`src/rtl/ptw_pkg.sv`:
```
package ptw_pkg;

    typedef enum logic [3:0] {
        S_IDLE,
        S_PTAB_REQ,
        S_PTAB_WAIT,
        S_PROC_REQ,
        S_PROC_WAIT,
        S_DIR_REQ,
        S_DIR_WAIT,
        S_LEAF_REQ,
        S_LEAF_WAIT,
        S_DONE
    } walk_state_e;

    localparam logic [63:0] NEXT_BASE_MASK = 64'h00FF_FFFF_FFFF_FF00;

    typedef struct packed {
        logic        zero;
        logic        vld;
        logic        leaf;
        logic [4:0]  size;
        logic [63:0] base;
    } entry_info_t;

endpackage

```
`src/rtl/ptw_byteswap.sv`:
```
module ptw_byteswap #(
    parameter int DW = 64
) (
    input  logic [DW-1:0] din,
    output logic [DW-1:0] dout
);
    localparam int NBYTES = DW / 8;

    for (genvar b = 0; b < NBYTES; b++) begin : g_byte
        assign dout[8*b +: 8] = din[8*(NBYTES-1-b) +: 8];
    end
endmodule

```
`src/rtl/ptw_entry_decode.sv`:
```
module ptw_entry_decode
    import ptw_pkg::*;
(
    input  logic [63:0] entry,
    output entry_info_t info
);
    always_comb begin
        info.zero = (entry == 64'd0);
        info.vld  = entry[63];
        info.leaf = entry[62];
        info.size = entry[4:0];
        info.base = entry & NEXT_BASE_MASK;
    end
endmodule

```
`src/rtl/ptw_index.sv`:
```
module ptw_index #(
    parameter int PAGE_SHIFT = 12,
    parameter int TOP_W      = 10,
    parameter int LEAF_W     = 9
) (
    input  logic [63:0]           ea,
    output logic [TOP_W-1:0]      top_idx,
    output logic [LEAF_W-1:0]     leaf_idx,
    output logic [PAGE_SHIFT-1:0] page_off,
    output logic                  out_of_range
);
    localparam int LEAF_LO = PAGE_SHIFT;
    localparam int TOP_LO  = PAGE_SHIFT + LEAF_W;
    localparam int SPAN    = PAGE_SHIFT + LEAF_W + TOP_W;

    assign page_off     = ea[PAGE_SHIFT-1:0];
    assign leaf_idx     = ea[LEAF_LO +: LEAF_W];
    assign top_idx      = ea[TOP_LO +: TOP_W];
    assign out_of_range = |ea[63:SPAN];
endmodule

```
`src/rtl/radix_walker.sv`:
```
module radix_walker
    import ptw_pkg::*;
#(
    parameter int PID_W      = 20,
    parameter int PAGE_SHIFT = 12,
    parameter int TOP_W      = 10,
    parameter int LEAF_W     = 9
) (
    input  logic             clk,
    input  logic             rst_n,
    input  logic             req_valid,
    input  logic [63:0]      req_ea,
    input  logic [PID_W-1:0] req_pid,
    input  logic [63:0]      tbl_base,
    output logic             busy,
    output logic             mrd_valid,
    input  logic             mrd_ready,
    output logic [63:0]      mrd_addr,
    input  logic             mrd_rsp_valid,
    input  logic [63:0]      mrd_rsp_data,
    output logic             res_valid,
    output logic             res_fault,
    output logic [63:0]      res_pte,
    output logic [63:0]      res_pa
);
    localparam int          DW_SHIFT   = 3;
    localparam int          PROC_SHIFT = 4;
    localparam logic [63:0] DW_BYTES   = 64'd1 << DW_SHIFT;
    localparam logic [4:0]  TOP_SZ     = 5'(TOP_W);
    localparam logic [4:0]  LEAF_SZ    = 5'(LEAF_W);
    localparam int          PPN_W      = 56 - PAGE_SHIFT;

    walk_state_e state, nxt;

    logic [63:0]      ea_q;
    logic [PID_W-1:0] pid_q;
    logic [63:0]      addr_q;
    logic [63:0]      pte_q;
    logic             fault_q;

    logic [63:0]           swapped;
    entry_info_t           ent;
    logic [63:0]           ea_sel;
    logic [TOP_W-1:0]      top_idx;
    logic [LEAF_W-1:0]     leaf_idx;
    logic [PAGE_SHIFT-1:0] page_off;
    logic                  ea_oor;
    logic                  bad;
    logic [63:0]           pid_off, top_off, leaf_off;

    assign ea_sel = (state == S_IDLE) ? req_ea : ea_q;

    ptw_byteswap #(.DW(64)) u_swap (
        .din  (mrd_rsp_data),
        .dout (swapped)
    );

    ptw_entry_decode u_dec (
        .entry (swapped),
        .info  (ent)
    );

    ptw_index #(
        .PAGE_SHIFT (PAGE_SHIFT),
        .TOP_W      (TOP_W),
        .LEAF_W     (LEAF_W)
    ) u_idx (
        .ea           (ea_sel),
        .top_idx      (top_idx),
        .leaf_idx     (leaf_idx),
        .page_off     (page_off),
        .out_of_range (ea_oor)
    );

    assign pid_off  = {{(64-PID_W-PROC_SHIFT){1'b0}}, pid_q, {PROC_SHIFT{1'b0}}};
    assign top_off  = {{(64-TOP_W-DW_SHIFT){1'b0}}, top_idx, {DW_SHIFT{1'b0}}};
    assign leaf_off = {{(64-LEAF_W-DW_SHIFT){1'b0}}, leaf_idx, {DW_SHIFT{1'b0}}};

    // Entry acceptance rule per level
    always_comb begin
        unique case (state)
            S_PTAB_WAIT: bad = ent.zero;
            S_PROC_WAIT: bad = ent.zero || (ent.size != TOP_SZ);
            S_DIR_WAIT:  bad = !ent.vld || ent.leaf || (ent.size != LEAF_SZ);
            S_LEAF_WAIT: bad = !(ent.vld && ent.leaf);
            default:     bad = 1'b0;
        endcase
    end

    // State register
    always_ff @(posedge clk or negedge rst_n) begin
        if (!rst_n) state <= S_IDLE;
        else        state <= nxt;
    end

    // Next state
    always_comb begin
        nxt = state;
        unique case (state)
            S_IDLE:      if (req_valid) nxt = ea_oor ? S_DONE : S_PTAB_REQ;
            S_PTAB_REQ:  if (mrd_ready) nxt = S_PTAB_WAIT;
            S_PTAB_WAIT: if (mrd_rsp_valid) nxt = bad ? S_DONE : S_PROC_REQ;
            S_PROC_REQ:  if (mrd_ready) nxt = S_PROC_WAIT;
            S_PROC_WAIT: if (mrd_rsp_valid) nxt = bad ? S_DONE : S_DIR_REQ;
            S_DIR_REQ:   if (mrd_ready) nxt = S_DIR_WAIT;
            S_DIR_WAIT:  if (mrd_rsp_valid) nxt = bad ? S_DONE : S_LEAF_REQ;
            S_LEAF_REQ:  if (mrd_ready) nxt = S_LEAF_WAIT;
            S_LEAF_WAIT: if (mrd_rsp_valid) nxt = S_DONE;
            S_DONE:      nxt = S_IDLE;
            default:     nxt = S_IDLE;
        endcase
    end

    // Walk datapath
    always_ff @(posedge clk or negedge rst_n) begin
        if (!rst_n) begin
            ea_q    <= '0;
            pid_q   <= '0;
            addr_q  <= '0;
            pte_q   <= '0;
            fault_q <= 1'b0;
        end else begin
            unique case (state)
                S_IDLE: if (req_valid) begin
                    ea_q    <= req_ea;
                    pid_q   <= req_pid;
                    addr_q  <= tbl_base + DW_BYTES;
                    pte_q   <= '0;
                    fault_q <= ea_oor;
                end
                S_PTAB_WAIT: if (mrd_rsp_valid) begin
                    fault_q <= bad;
                    addr_q  <= ent.base + pid_off;
                end
                S_PROC_WAIT: if (mrd_rsp_valid) begin
                    fault_q <= bad;
                    addr_q  <= ent.base + top_off;
                end
                S_DIR_WAIT: if (mrd_rsp_valid) begin
                    fault_q <= bad;
                    addr_q  <= ent.base + leaf_off;
                end
                S_LEAF_WAIT: if (mrd_rsp_valid) begin
                    fault_q <= bad;
                    if (!bad) pte_q <= swapped;
                end
                default: ;
            endcase
        end
    end

    // Outputs
    always_comb begin
        busy      = (state != S_IDLE);
        mrd_valid = 1'b0;
        unique case (state)
            S_PTAB_REQ, S_PROC_REQ, S_DIR_REQ, S_LEAF_REQ: mrd_valid = 1'b1;
            default: mrd_valid = 1'b0;
        endcase
        mrd_addr  = addr_q;
        res_valid = (state == S_DONE);
        res_fault = fault_q;
        res_pte   = fault_q ? 64'd0 : pte_q;
        res_pa    = fault_q ? 64'd0
                            : {8'h00, pte_q[55:PAGE_SHIFT], page_off};
    end

    logic unused_ok;
    assign unused_ok = ^{ea_q[63:56], PPN_W[0]};
endmodule

```
`config.mk`:
```
export PLATFORM = sky130hd
export DESIGN_NAME = radix_walker
export DESIGN_NICKNAME = d
export VERILOG_FILES = /design/src/rtl/ptw_pkg.sv /design/src/rtl/ptw_byteswap.sv /design/src/rtl/ptw_entry_decode.sv /design/src/rtl/ptw_index.sv /design/src/rtl/radix_walker.sv
export SDC_FILE = /design/constraint.sdc
export NUM_CORES = 1
export LEC_CHECK = 0
export BUFFER_PORTS_ARGS = -buffer_cell sky130_fd_sc_hd__buf_2
export CAP_MARGIN = 0
export CORE_MARGIN = 10
export CORE_UTILIZATION = 30
export CTS_BUF_LIST = sky130_fd_sc_hd__clkbuf_8
export DETAILED_ROUTE_END_ITERATION = 7
export GPL_TIMING_DRIVEN = 0
export PLACE_DENSITY = 0.56
export RECOVER_POWER = 100
export SYNTH_ARGS = -nofsm -noshare
export SYNTH_HDL_FRONTEND = slang
export SYNTH_SLANG_ARGS = --single-unit
```
`constraint.sdc`:
```
create_clock -name clk -period 5.52 [get_ports clk]
set_input_delay 0.828 -clock clk [delete_from_list [all_inputs] [get_ports clk]]
set_output_delay 0.828 -clock clk [all_outputs]
set_load 0.01 [all_outputs]
```
# After elaboration in Yosys (flattened, before gate mapping)

Cells that the tools add are included.

Word-level logic and storage cells: 83
Output and inout port bits: 196
Flip-flop bits (word level): 217
Input port bits: 217

Reductions and logical operators: 20
Equality and inequality tests: 22
Add/subtract/negate cells: 4
Muxes and demuxes: 31

Operator list:

| operator              | number |
|---|---|
| $mux 64               | 9 |
| $pmux 64 s4           | 1 |
| $pmux 64 s2           | 1 |
| $add 64x4->64 const B | 1 |
| $logic_not 64->1      | 1 |
| $add 56x12->57        | 1 |
| $add 56x13->57        | 1 |
| $add 56x24->57        | 1 |
| $mux 56               | 1 |
| $mux 4                | 13 |
| $pmux 4 s9            | 1 |
| $reduce_or 33->1      | 1 |
| $ne 2x2->1 const B    | 10 |
| $eq 4x3->1 const B    | 4 |
| $ne 5x4->1 const B    | 2 |
| $reduce_and 9->1      | 1 |
| $eq 4x2->1 const B    | 2 |
| $eq 4x4->1 const B    | 2 |
| $reduce_bool 4->1     | 2 |
| $reduce_or 4->1       | 2 |
| $reduce_and 5->1      | 1 |
| $eq 4x1->1 const B    | 1 |
| $logic_not 4->1       | 1 |
| $pmux 1 s4            | 1 |
| other kinds (10)      | 16 |

# Depth between registers and ports, before layout

Gate-level depths: netlist (run 1).

Word-level depth: 7
Depth in mapped cells: 15
Mapped depth without buffers: 13

# By module

Synthesis (run 1) repeated with hierarchy kept, for this count alone.

Cell total of the unflattened synthesis: 2005
Area, all modules: 17126.4 sq um

By module, submodules not included:

| module           | cells each | instances | seq. area each (sq um) | area each (sq um) |
|---|---|---|---|---|
| radix_walker     | 1805       | 1         | 5430.2                 | 15653.8 |
| ptw_entry_decode | 93         | 1         | 0.0                    | 680.7 |
| ptw_byteswap     | 64         | 1         | 0.0                    | 480.5 |
| ptw_index        | 43         | 1         | 0.0                    | 311.5 |

# Worst setup path before layout (run 1)

Ideal clock, no wire load.

Path kind: reg2reg
From: register state[1]
To: register addr_q[34] (netlist: mrd_addr[34])
Stages on the path, launching flop included: 15
Setup time: 0.126 ns
Clock period less this slack: 3.698 ns
Required time: 5.394 ns
Arrival time: 3.572 ns
Setup slack: 1.822 ns
Path buffers: 3
Cells stage by stage: dfrtp_1 > clkbuf_1 > buf_1 > mux2i_1 > o21ai_0 > ha_1 > fa_1 > a21o_1 > a221o_2 > a31oi_4 > o31a_1 > buf_4 > nor2_1 > xor2_1 > a221o_1

Cells in the longest elaborated chain, start to end: 5
Elaborated cells between the ends (all ways): 16
Those cells by class: 2 x add/sub; 7 x eq/ne; 4 x mux; 3 x reduce/logical

Ends and longest elaborated chain:

| item                                             | RTL line                                 | source |
|---|---|---|
| start: declaration                               | radix_walker.sv:33                       | `walk_state_e state, nxt;` |
| start signal: assignment                         | radix_walker.sv:93                       | `else state <= nxt;` |
| $logic_not 4->1                                  | radix_walker.sv:51, radix_walker.sv:123  |  |
| $mux 64                                          | radix_walker.sv:51                       | `assign ea_sel = (state == S_IDLE) ? req_ea : ea_q;` |
| $add 56x12->57 or $add 56x13->57 (tied branches) | radix_walker.sv:141, radix_walker.sv:137 |  |
| $mux 64 (on tied branches)                       | radix_walker.sv:139, radix_walker.sv:135 |  |
| $pmux 64 s4                                      | radix_walker.sv:123                      | `unique case (state)` |
| end signal: assignment                           | radix_walker.sv:127                      | `addr_q <= tbl_base + DW_BYTES;` |
| end signal: assignment                           | radix_walker.sv:137                      | `addr_q <= ent.base + top_off;` |
| end signal: assignment                           | radix_walker.sv:141                      | `addr_q <= ent.base + leaf_off;` |
| end: declaration                                 | radix_walker.sv:37                       | `logic [63:0] addr_q;` |

Several ways; a longest one is shown, not always the timed one. The select of a mux whose other input is x is not followed.
A chain may end at the register's enable or synchronous reset.

# Worst setup path after layout (run 1)

From: register state[0]
To: register addr_q[52] (netlist: mrd_addr[52])

Same word-level chain as after synthesis.

==> results of run 1 <==
worst paths after layout:
kind,from,endpoint,depth (start not counted)
worst min register to register,pid_q[9],pid_q[9],2
worst max register to register,state[0],mrd_addr[52],15
worst max-delay path,state[0],mrd_addr[52],15
worst min-delay path,req_pid[6],pid_q[6],3
min in group asynchronous,rst_n,ea_q[11],1
max in group asynchronous,rst_n,pte_q[1],2
registers in the layout, summed over array words and instances (netlist names):
| register | cells |
|---|---|
| pte_q | 64 |
| pid_q | 20 |
| res_fault | 1 |
| mrd_addr | 64 |
| ea_q | 64 |
| state | 4 |
layout make-up:
type | instances | area, µm²
Tap cell | 585 | 732
Fill cell | 4710 | 26700
Sequential cell | 217 | 5430
Clock inverter | 23 | 175
Buffer | 144 | 779
Multi-Input combinational cell | 1248 | 6830
Clock buffer | 51 | 702
Inverter | 11 | 41.3
Timing Repair Buffer | 402 | 1780
Antenna cell | 4 | 10.0
synthesized netlist by cell type (10+ instances only):
cell	instances	area, µm²
nand4_1	31	194
xor2_1	44	385
nor2_1	73	274
clkbuf_1	59	221
nor2b_1	68	425
ha_1	17	213
buf_4	54	405
nand2_1	487	1830
inv_1	11	41.3
o21ai_1	10	50.1
mux2i_1	11	110
and3_1	23	144
nand3_1	47	235
buf_2	20	100
a22oi_1	16	120
xnor2_1	50	438
o21ai_0	102	510
nor4_1	33	206
a21oi_1	57	285
and2_1	18	113
dfrtp_1	217	5430
nor3_1	22	110
per-stage QoR:
step	cell area, µm²	worst slack (ns)
5_1_grt	16500	0.531
2_1_floorplan	13100	1.82
3_3_place_gp	15900	-0.344
4_1_cts	16800	0.988
6_report	16500	0.754
3_5_place_dp	15900	1.01
power breakdown:
group	internal (mW)	total [mW]	switching (mW)
sequential	2.35	2.80	0.454
clock	0.974	1.72	0.744
combinational	1.33	3.91	2.58
critical path, cell delays in order, from the launching register on:
cell	delay (ns)
dfrtp_1	0.50
nor2_1	0.51
nand2_1	0.40
clkbuf_1	0.30
nand2_1	0.10
o21ai_0	0.14
ha_1	0.26
fa_1	0.41
a21o_1	0.22
a221o_2	0.38
a31oi_1	0.43
o31a_1	0.22
buf_4	0.18
nor4b_1	0.09
xnor2_1	0.32
o221ai_1	0.15
logic make-up (layout without fill, tap and decap cells):
logic type                 after synthesis  in the layout  share of synthesized area [%]
xor gates and xnor gates                95             95                           6.41
AOI/OAI and AO/OA                      268            268                           12.7
other                                    1             12                         0.0286
DFF                                    217            217                           41.4
muxes                                   15             15                           1.18
and+or+nand+nor                        844            844                           30.0
buffers and inverters                  155            631                           6.50
adders and majority gates               18             18                           1.78
routing by layer:
layer,global-route usage [%],vias to the layer above
met5,0,-
met4,6.12,10
met3,5.51,108
met2,35.0,509
met1,25.4,6365
li1,-,6369
==> flow_metrics.py, run 1 <==
metrics = {
    "run_status": {
        "outcome": "finished with violations",
        "violations": "capacitance limit, slew limit",
    },
    "clock_tree": {
        "clk_latency_ns": 0.59,
        "clk_pin_slew_ns": 0.06,
        "cts_resized": 0,
        "cts_htree_levels": 2,
        "cts_made_buffers": 42,
        "cts_tree": "yes",
        "cts_setup_buffers": 0,
        "clock-sinks": 217,
        "postCtsHoldBufs": 0,
        "cts-root-buf": "clkbuf_8",
        "cts_buffer_depth": 3,
    },
    "sta": {
        "max_clock_freq_ghz": 0.210,
        "slew-limit-headroom_pct": -82.5,
        "final_max_slew_viol_count": 220,
        "fin_crit_ns": 4.77,
        "report.final.setup_viol": 0,
        "final-hold-violation-count": 0,
        "fin_setup_tns_ns": 0,
        "rsz0062_at_grt": "false",
        "finalHoldWorstSlack_ns": 0.427,
        "worstMarginPinSlew_ns": 2.74,
        "fin_crit_sh_pct": 86.3,
        "fin_skew_ns": 0.0107,
    },
    "finish": {
        "final_cells": 2685,
        "drive_gt1_share_pct": 17.7,
        "mostFrequentLayoutCells": "nand2_1, clkbuf_1, buf_2, dfrtp_1, o21ai_0",
        "finish.utilization_pct": 38.2,
        "areaGrowthSynthToFinish_pct": 25.7,
        "fin_nets": 2301,
        "layout_commonest_cell": "nand2_1",
    },
    "routing": {
        "met3_length_um": 3970,
        "antenna_left": 0,
        "route.met2.wl_um": 27100,
        "drtIter0Drc": 1096,
        "drc": 0,
        "via_per_inst": 4.98,
        "met1_length_um": 24100,
        "drt-total-wl_um": 56800,
        "top_layer_used": "met5",
        "wl_per_cell_um": 21.1,
        "via_count": 13400,
        "first_pass_iters": 7,
    },
    "placement": {
        "dp_cells": 2607,
        "dp_hpwl_um": 45400,
        "port_buffers": 401,
        "place.gp.congestion": 0.887,
    },
    "floorplan": {
        "dieWidth_um": 229,
        "ios": 413,
        "dieArea_um2": 52500,
        "rows": 76,
        "coreArea_um2": 43200,
        "die_y_um": 229,
        "initial_core_util_pct": 30.4,
    },
    "min_path": {
        "hp-class": "in2reg",
    },
    "synthesis": {
        "synth_enable_flop_cells": 0,
        "synth_cell_types": 78,
        "async_flop_share_pct": 100,
        "synth_area_um2": 13100,
        "avgSynthCellArea_um2": 8.13,
        "ys_seq_elements": 217,
        "yosysWarnings": 0,
        "synth_cells": 1613,
        "synth.yosys.seq_area_share_pct": 41.4,
        "ys.flop_type": "dfrtp_1",
    },
    "power": {
        "power_density_nw_per_um2": 512,
        "p_total_mw": 8.43,
        "peakVddDrop_v": 0.000190,
        "p_leak_nw": 7.42,
    },
    "global_route": {
        "gr-total-overflow": 0,
        "grt_usage_pct": 20.7,
        "grt_max_degree": 115,
        "grt_pass1_vias": 13500,
        "antenna_found_initial": 8,
        "grt_pass1_wl_um": 84000,
    },
    "critical_path": {
        "worstSetupPathType": "reg2reg",
        "r2r_setup_slack_ns": 0.75,
        "required_ns": 5.94,
        "crit_path_max_fanout": 10,
        "arrival_ns": 5.19,
        "cp-end-kind": "flip-flop",
        "cp-start-kind": "flip-flop",
    },
    "flow_run": {
        "cap_violations": 2,
    },
}
No activity file was read; power rests on OpenSTA's default activity.
==> inputs of run 2 (changes only) <==
--- a/config.mk
+++ b/config.mk
@@ -14,3 +14,3 @@
 export GPL_TIMING_DRIVEN = 0
-export PLACE_DENSITY = 0.56
+export PLACE_DENSITY = 0.54
 export RECOVER_POWER = 100
@@ -18,2 +18,3 @@
 export SYNTH_HDL_FRONTEND = slang
+export SYNTH_HIERARCHICAL = 1
 export SYNTH_SLANG_ARGS = --single-unit
==> constraint.sdc (replaced) <==
create_clock -name clk -period 5.52 [get_ports clk]
set_input_delay 1.104 -clock clk [delete_from_list [all_inputs] [get_ports clk]]
set_output_delay 1.104 -clock clk [all_outputs]
set_load 0.01 [all_outputs]
==> flow_metrics.py, run 2 <==
metrics = {
    "run_status": {
        "outcome": "finished with violations",
        "violations": "capacitance limit, slew limit",
    },
    "synthesis": {
        "post-synth-top-count-cell": "nand2_1",
        "ys_seq_elements": 217,
        "synth_xor_area_share_pct": 6.24,
        "synth_top_area_share_pct": 31.7,
        "ys.flop_type": "dfrtp_1",
        "synth-simple-area-share_pct": 21.6,
        "synth_cells": 2005,
        "synthTopCellsByCount": "nand2_1, buf_4, dfrtp_1",
        "yosysWarnings": 6,
        "synth-compound-area-share_pct": 14.6,
        "synth_enable_flop_cells": 0,
        "synthAdderAreaFrac_pct": 2.50,
        "avgSynthCellArea_um2": 8.54,
        "synth_top_family_by_area": "simple AND/OR/NAND/NOR gates",
        "synth.area.top_cells": "dfrtp_1, mux2_2, buf_4, nand2_1, xor2_1",
        "yosysTopAreaCell": "dfrtp_1",
        "synth_cell_types": 85,
        "synth_area_um2": 17100,
        "async_flop_share_pct": 100,
        "synth.yosys.seq_area_share_pct": 31.7,
        "muxShareOfSynthArea_pct": 10.5,
    },
    "power": {
        "power_density_nw_per_um2": 527,
        "power_frac_comb_pct": 56.9,
        "peakVddDrop_v": 0.000257,
        "switching_share_pct": 45.8,
        "p_leak_nw": 8.57,
        "internal-power_mw": 5.90,
        "p_seq_share_pct": 25.5,
        "clockPowerShare_pct": 17.6,
        "p_sw_mw": 4.99,
    },
    "clock_tree": {
        "clock-sinks": 217,
        "cts_buffer_depth": 3,
        "clk_pin_slew_ns": 0.06,
        "cts_setup_buffers": 0,
        "cts_made_buffers": 46,
        "cts_tree": "yes",
        "cts-root-buf": "clkbuf_8",
        "cts_htree_levels": 2,
        "clk_latency_ns": 0.63,
    },
    "sta": {
        "slew-limit-headroom_pct": -78.2,
        "rsz0062_at_grt": "false",
        "fin_crit_sh_pct": 94.5,
        "fin_skew_ns": 0.0253,
        "final-hold-violation-count": 0,
        "report.final.setup_viol": 0,
        "fin_crit_ns": 5.21,
        "finalHoldWorstSlack_ns": 0.468,
        "final_max_slew_viol_count": 99,
        "worstMarginPinSlew_ns": 2.67,
        "max_clock_freq_ghz": 0.192,
    },
    "floorplan": {
        "initial_core_util_pct": 30.3,
        "rows": 87,
        "die_y_um": 259,
        "dieWidth_um": 259,
        "dieArea_um2": 67000,
        "ios": 413,
        "coreArea_um2": 56500,
    },
    "critical_path": {
        "cp-start-kind": "flip-flop",
        "required_ns": 6.08,
        "arrival_ns": 5.77,
        "r2r_setup_slack_ns": 0.31,
        "worstRegToRegCells": 15,
        "crit_path_max_fanout": 10,
        "cp-end-kind": "flip-flop",
        "worstSetupPathType": "reg2reg",
        "reg2reg_from": "state[1]",
        "reg2reg_to": "mrd_addr[28]",
    },
    "finish": {
        "drive_gt1_share_pct": 26.4,
        "mostFrequentLayoutCells": "clkbuf_1, nand2_1, dfrtp_1, buf_4, buf_2",
        "layout_commonest_cell": "clkbuf_1",
        "areaGrowthSynthToFinish_pct": 20.6,
        "finish.utilization_pct": 36.5,
        "fin_nets": 2667,
    },
    "global_route": {
        "antenna_found_initial": 13,
        "grt_usage_pct": 22.4,
        "grt_pass1_wl_um": 113000,
        "grt_pass1_vias": 17100,
        "grt_max_degree": 108,
        "gr-total-overflow": 0,
    },
    "routing": {
        "via_count": 16700,
        "drt-total-wl_um": 78300,
        "antenna_left": 0,
        "drc": 0,
        "first_pass_iters": 5,
        "drtIter0Drc": 1009,
        "via_per_inst": 5.19,
        "wl_per_cell_um": 24.3,
    },
    "min_path": {
        "hold_end": "pte_q[53]",
        "worstHoldPathCells": 2,
        "hp-class": "reg2reg",
        "min_from": "pte_q[53]",
    },
    "placement": {
        "place.gp.congestion": 0.915,
        "dp_hpwl_um": 63700,
        "port_buffers": 340,
    },
    "flow_run": {
        "cap_violations": 2,
    },
}
[run 2: cell families after synthesis]
group           count (synthesis)
compound gates                398
xor+xnor                      122
fa+ha+maj                      33
buf+inv                       345
flops                         217
mux                           160
other cells                     2
simple gates                  728
[run 2: worst max-delay path by stage]
stage               startpoint            to  slack [ns]
floorplan             state[1]  mrd_addr[25]        1.11
global placement         rst_n     pte_q[55]       -0.93
detailed placement    state[1]  mrd_addr[28]       -0.38
CTS                   state[1]  mrd_addr[28]        0.02
global route          state[1]  mrd_addr[27]        0.02
finish                state[1]  mrd_addr[28]        0.31
[run 2: routing by layer]
layer | up-vias | track usage (%) | share of wire, %
met2 | 598 | 39.8 | 50
met5 | - | 0 | 0.069
met1 | 8219 | 27.0 | 41
li1 | 7711 | - | -
met3 | 143 | 4.24 | 5.9
met4 | 8 | 6.67 | 2.9
[run 2: final cells by class]
| cell class | count | area, µm² |
|---|---|---|
| antenna | 8 | 20.0 |
| clock inverter | 30 | 273 |
| tap | 756 | 946 |
| inverter | 25 | 93.8 |
| timing repair buffer | 342 | 1500 |
| clock buffer | 52 | 716 |
| sequential | 217 | 5430 |
| multi-input combinational | 1465 | 9620 |
| fill | 6053 | 35800 |
| buffer | 320 | 2050 |
[run 2: per-stage QoR]
step | setup slack [ns] | cells | instance area [µm²] | setup TNS, ns | power (mW)
floorplan | 1.11 | 2027 | 17200 | 0 | 6.86
global placement | -0.933 | 3123 | 19900 | -198.18 | 9.01
detailed placement | -0.381 | 3125 | 19900 | -5.74 | 9.11
CTS | 0.0248 | 3207 | 20900 | 0 | 11.1
global route | 0.0154 | 3209 | 20600 | 0 | 11.7
finish | 0.305 | 3215 | 20600 | 0 | 10.9
[run 2: timing repair]
| action | CTS | global route |
|---|---|---|
| gates resized for setup | 3 | 8 |
| hold buffers | 0 | 0 |
| hold endpoints to repair | 0 | 0 |
| setup endpoints to repair | 30 | 26 |
[run 2: power groups by stage]
stage               logic [mW]  clock network, mW  registers, mW
floorplan                 4.11                  0           2.74
global placement          6.24                  0           2.77
detailed placement        6.31                  0           2.80
CTS                       6.34               1.96           2.78
global route              6.76               2.03           2.86
finish                    6.20               1.91           2.78
[run 2: worst max-delay path, cell delays in order, from the launching register on]
cell	delay (ns)
dfrtp_1	0.46
clkbuf_1	0.25
nor4_2	0.39
clkbuf_4	0.32
clkbuf_2	0.31
mux2_2	0.37
clkbuf_4	0.13
mux2_2	0.28
ha_1	0.34
a211o_1	0.31
o211ai_1	0.49
a21o_2	0.38
o21ai_0	0.21
o2111a_1	0.23
a211oi_1	0.46
a221o_1	0.19
==> inputs of run 3 (changes only) <==
- RECOVER_POWER: 100 -> 25
==> flow_metrics.py, run 3 (same netlist as run 2, synthesis figures left out) <==
metrics = {
    "sta": {
        "fin_crit_sh_pct": 95.4,
        "rsz0062_at_grt": "false",
        "finalHoldWorstSlack_ns": 0.469,
        "fin_skew_ns": 0.0249,
        "report.final.setup_viol": 0,
        "final-hold-violation-count": 0,
        "fin_crit_ns": 5.27,
        "final_max_slew_viol_count": 99,
        "fin_setup_tns_ns": 0,
        "max_clock_freq_ghz": 0.190,
        "worstMarginPinSlew_ns": 2.68,
        "slew-limit-headroom_pct": -79.0,
    },
    "routing": {
        "drt-total-wl_um": 78200,
        "via_per_inst": 5.18,
        "drtIter0Drc": 1007,
        "antenna_left": 0,
        "drc": 0,
        "wl_per_cell_um": 24.3,
        "via_count": 16600,
        "first_pass_iters": 5,
    },
    "critical_path": {
        "arrival_ns": 5.83,
        "cp-start-kind": "flip-flop",
        "reg2reg_from": "state[1]",
        "crit_path_max_fanout": 10,
        "startpoint": "state[1]",
        "required_ns": 6.08,
        "worstSetupPathType": "reg2reg",
        "cp-end-kind": "flip-flop",
    },
    "min_path": {
        "hp-class": "reg2reg",
        "min_from": "pte_q[48]",
    },
    "placement": {
        "port_buffers": 340,
        "place.gp.congestion": 0.915,
        "placed_area_um2": 19900,
        "dp_hpwl_um": 63700,
    },
    "run_status": {
        "outcome": "finished with violations",
        "violations": "capacitance limit, slew limit",
    },
    "finish": {
        "layout_commonest_cell": "buf_2",
        "areaGrowthSynthToFinish_pct": 22.2,
        "drive_gt1_share_pct": 34.9,
        "finish.utilization_pct": 37.1,
        "final_cell_area_um2": 20900,
        "fin_nets": 2667,
        "mostFrequentLayoutCells": "buf_2, nand2_1, buf_4, dfrtp_1, mux2_2",
    },
    "floorplan": {
        "dieArea_um2": 67000,
        "ios": 413,
        "dieWidth_um": 259,
        "coreArea_um2": 56500,
        "rows": 87,
        "die_y_um": 259,
        "initial_core_util_pct": 30.3,
    },
    "clock_tree": {
        "cts_buffer_depth": 3,
        "cts_made_buffers": 46,
        "clk_pin_slew_ns": 0.06,
        "postCtsHoldBufs": 0,
        "cts_resized": 3,
        "clk_latency_ns": 0.63,
        "cts_tree": "yes",
        "cts-root-buf": "clkbuf_8",
        "cts_htree_levels": 2,
        "cts_setup_buffers": 0,
        "clock-sinks": 217,
    },
    "power": {
        "power_density_nw_per_um2": 527,
        "peakVddDrop_v": 0.000258,
        "p_total_mw": 11.0,
        "p_leak_nw": 9.33,
    },
    "global_route": {
        "grt_usage_pct": 22.4,
        "antenna_found_initial": 14,
        "grt_pass1_wl_um": 113000,
        "gr-total-overflow": 0,
        "grt_pass1_vias": 17100,
        "grt_max_degree": 108,
    },
    "flow_run": {
        "cap_violations": 1,
    },
}
==> run 3: cell types whose count changed in the layout (fill, tap and decap cells not counted), moves of 7 or more <==
cell      before  now
buf_4        211  220
o21ai_0      128  102
buf_2        167  367
o21ai_1       14   39
clkbuf_1     270   64
clkbuf_4       8    1
==> run 3: path summary, 6_finish.rpt <==
check                                     to  slack, ns  depth (start not counted)
worst max-delay path            mrd_addr[28]       0.25                         15
worst min-delay path               pte_q[48]       0.47                          2
worst max register to register  mrd_addr[28]       0.25                         15
worst min register to register     pte_q[48]       0.47                          2
max in group asynchronous          pte_q[22]       1.72                          3
min in group asynchronous       mrd_addr[12]       0.60                          1
==> run 3: cell type report <==
type | count | area, µm²
Antenna cell | 6 | 15.0
Buffer | 320 | 2090
Clock buffer | 52 | 716
Clock inverter | 30 | 273
Fill cell | 5940 | 35600
Inverter | 25 | 93.8
Multi-Input combinational cell | 1465 | 9630
Sequential cell | 217 | 5430
Tap cell | 756 | 946
Timing Repair Buffer | 342 | 1730
==> run 3: stage by stage <==
step	setup WS, ns	cells
after floorplan	1.11	2027
after global placement	-0.933	3123
after detailed placement	-0.381	3125
after CTS	0.0248	3207
after global routing	0.0149	3209
final	0.252	3213
==> run 3: report_power, final <==
group | switching [mW] | internal [mW] | leakage (nW)
combinational | 3.73 | 2.63 | 6.08
clock | 0.813 | 1.10 | 0.569
sequential | 0.439 | 2.33 | 2.68
==> run 3: critical path: stages (launching register included) <==
cell	delay [ns]
dfrtp_1	0.46
clkbuf_1	0.26
nor4_2	0.39
clkbuf_4	0.33
clkbuf_2	0.31
mux2_2	0.38
buf_4	0.13
mux2_2	0.28
ha_1	0.35
a211o_1	0.31
o211ai_1	0.50
a21o_2	0.38
o21ai_0	0.22
o2111a_1	0.24
a211oi_1	0.47
a221o_1	0.19
==> run 3: metal layers <==
layer	GRT usage [%]	routed length, µm	vias to the layer above
met2	39.8	39300	552
met5	0	68	-
met1	27.0	32100	8236
met4	6.67	2140	10
met3	4.24	4560	135
li1	-	-	7708
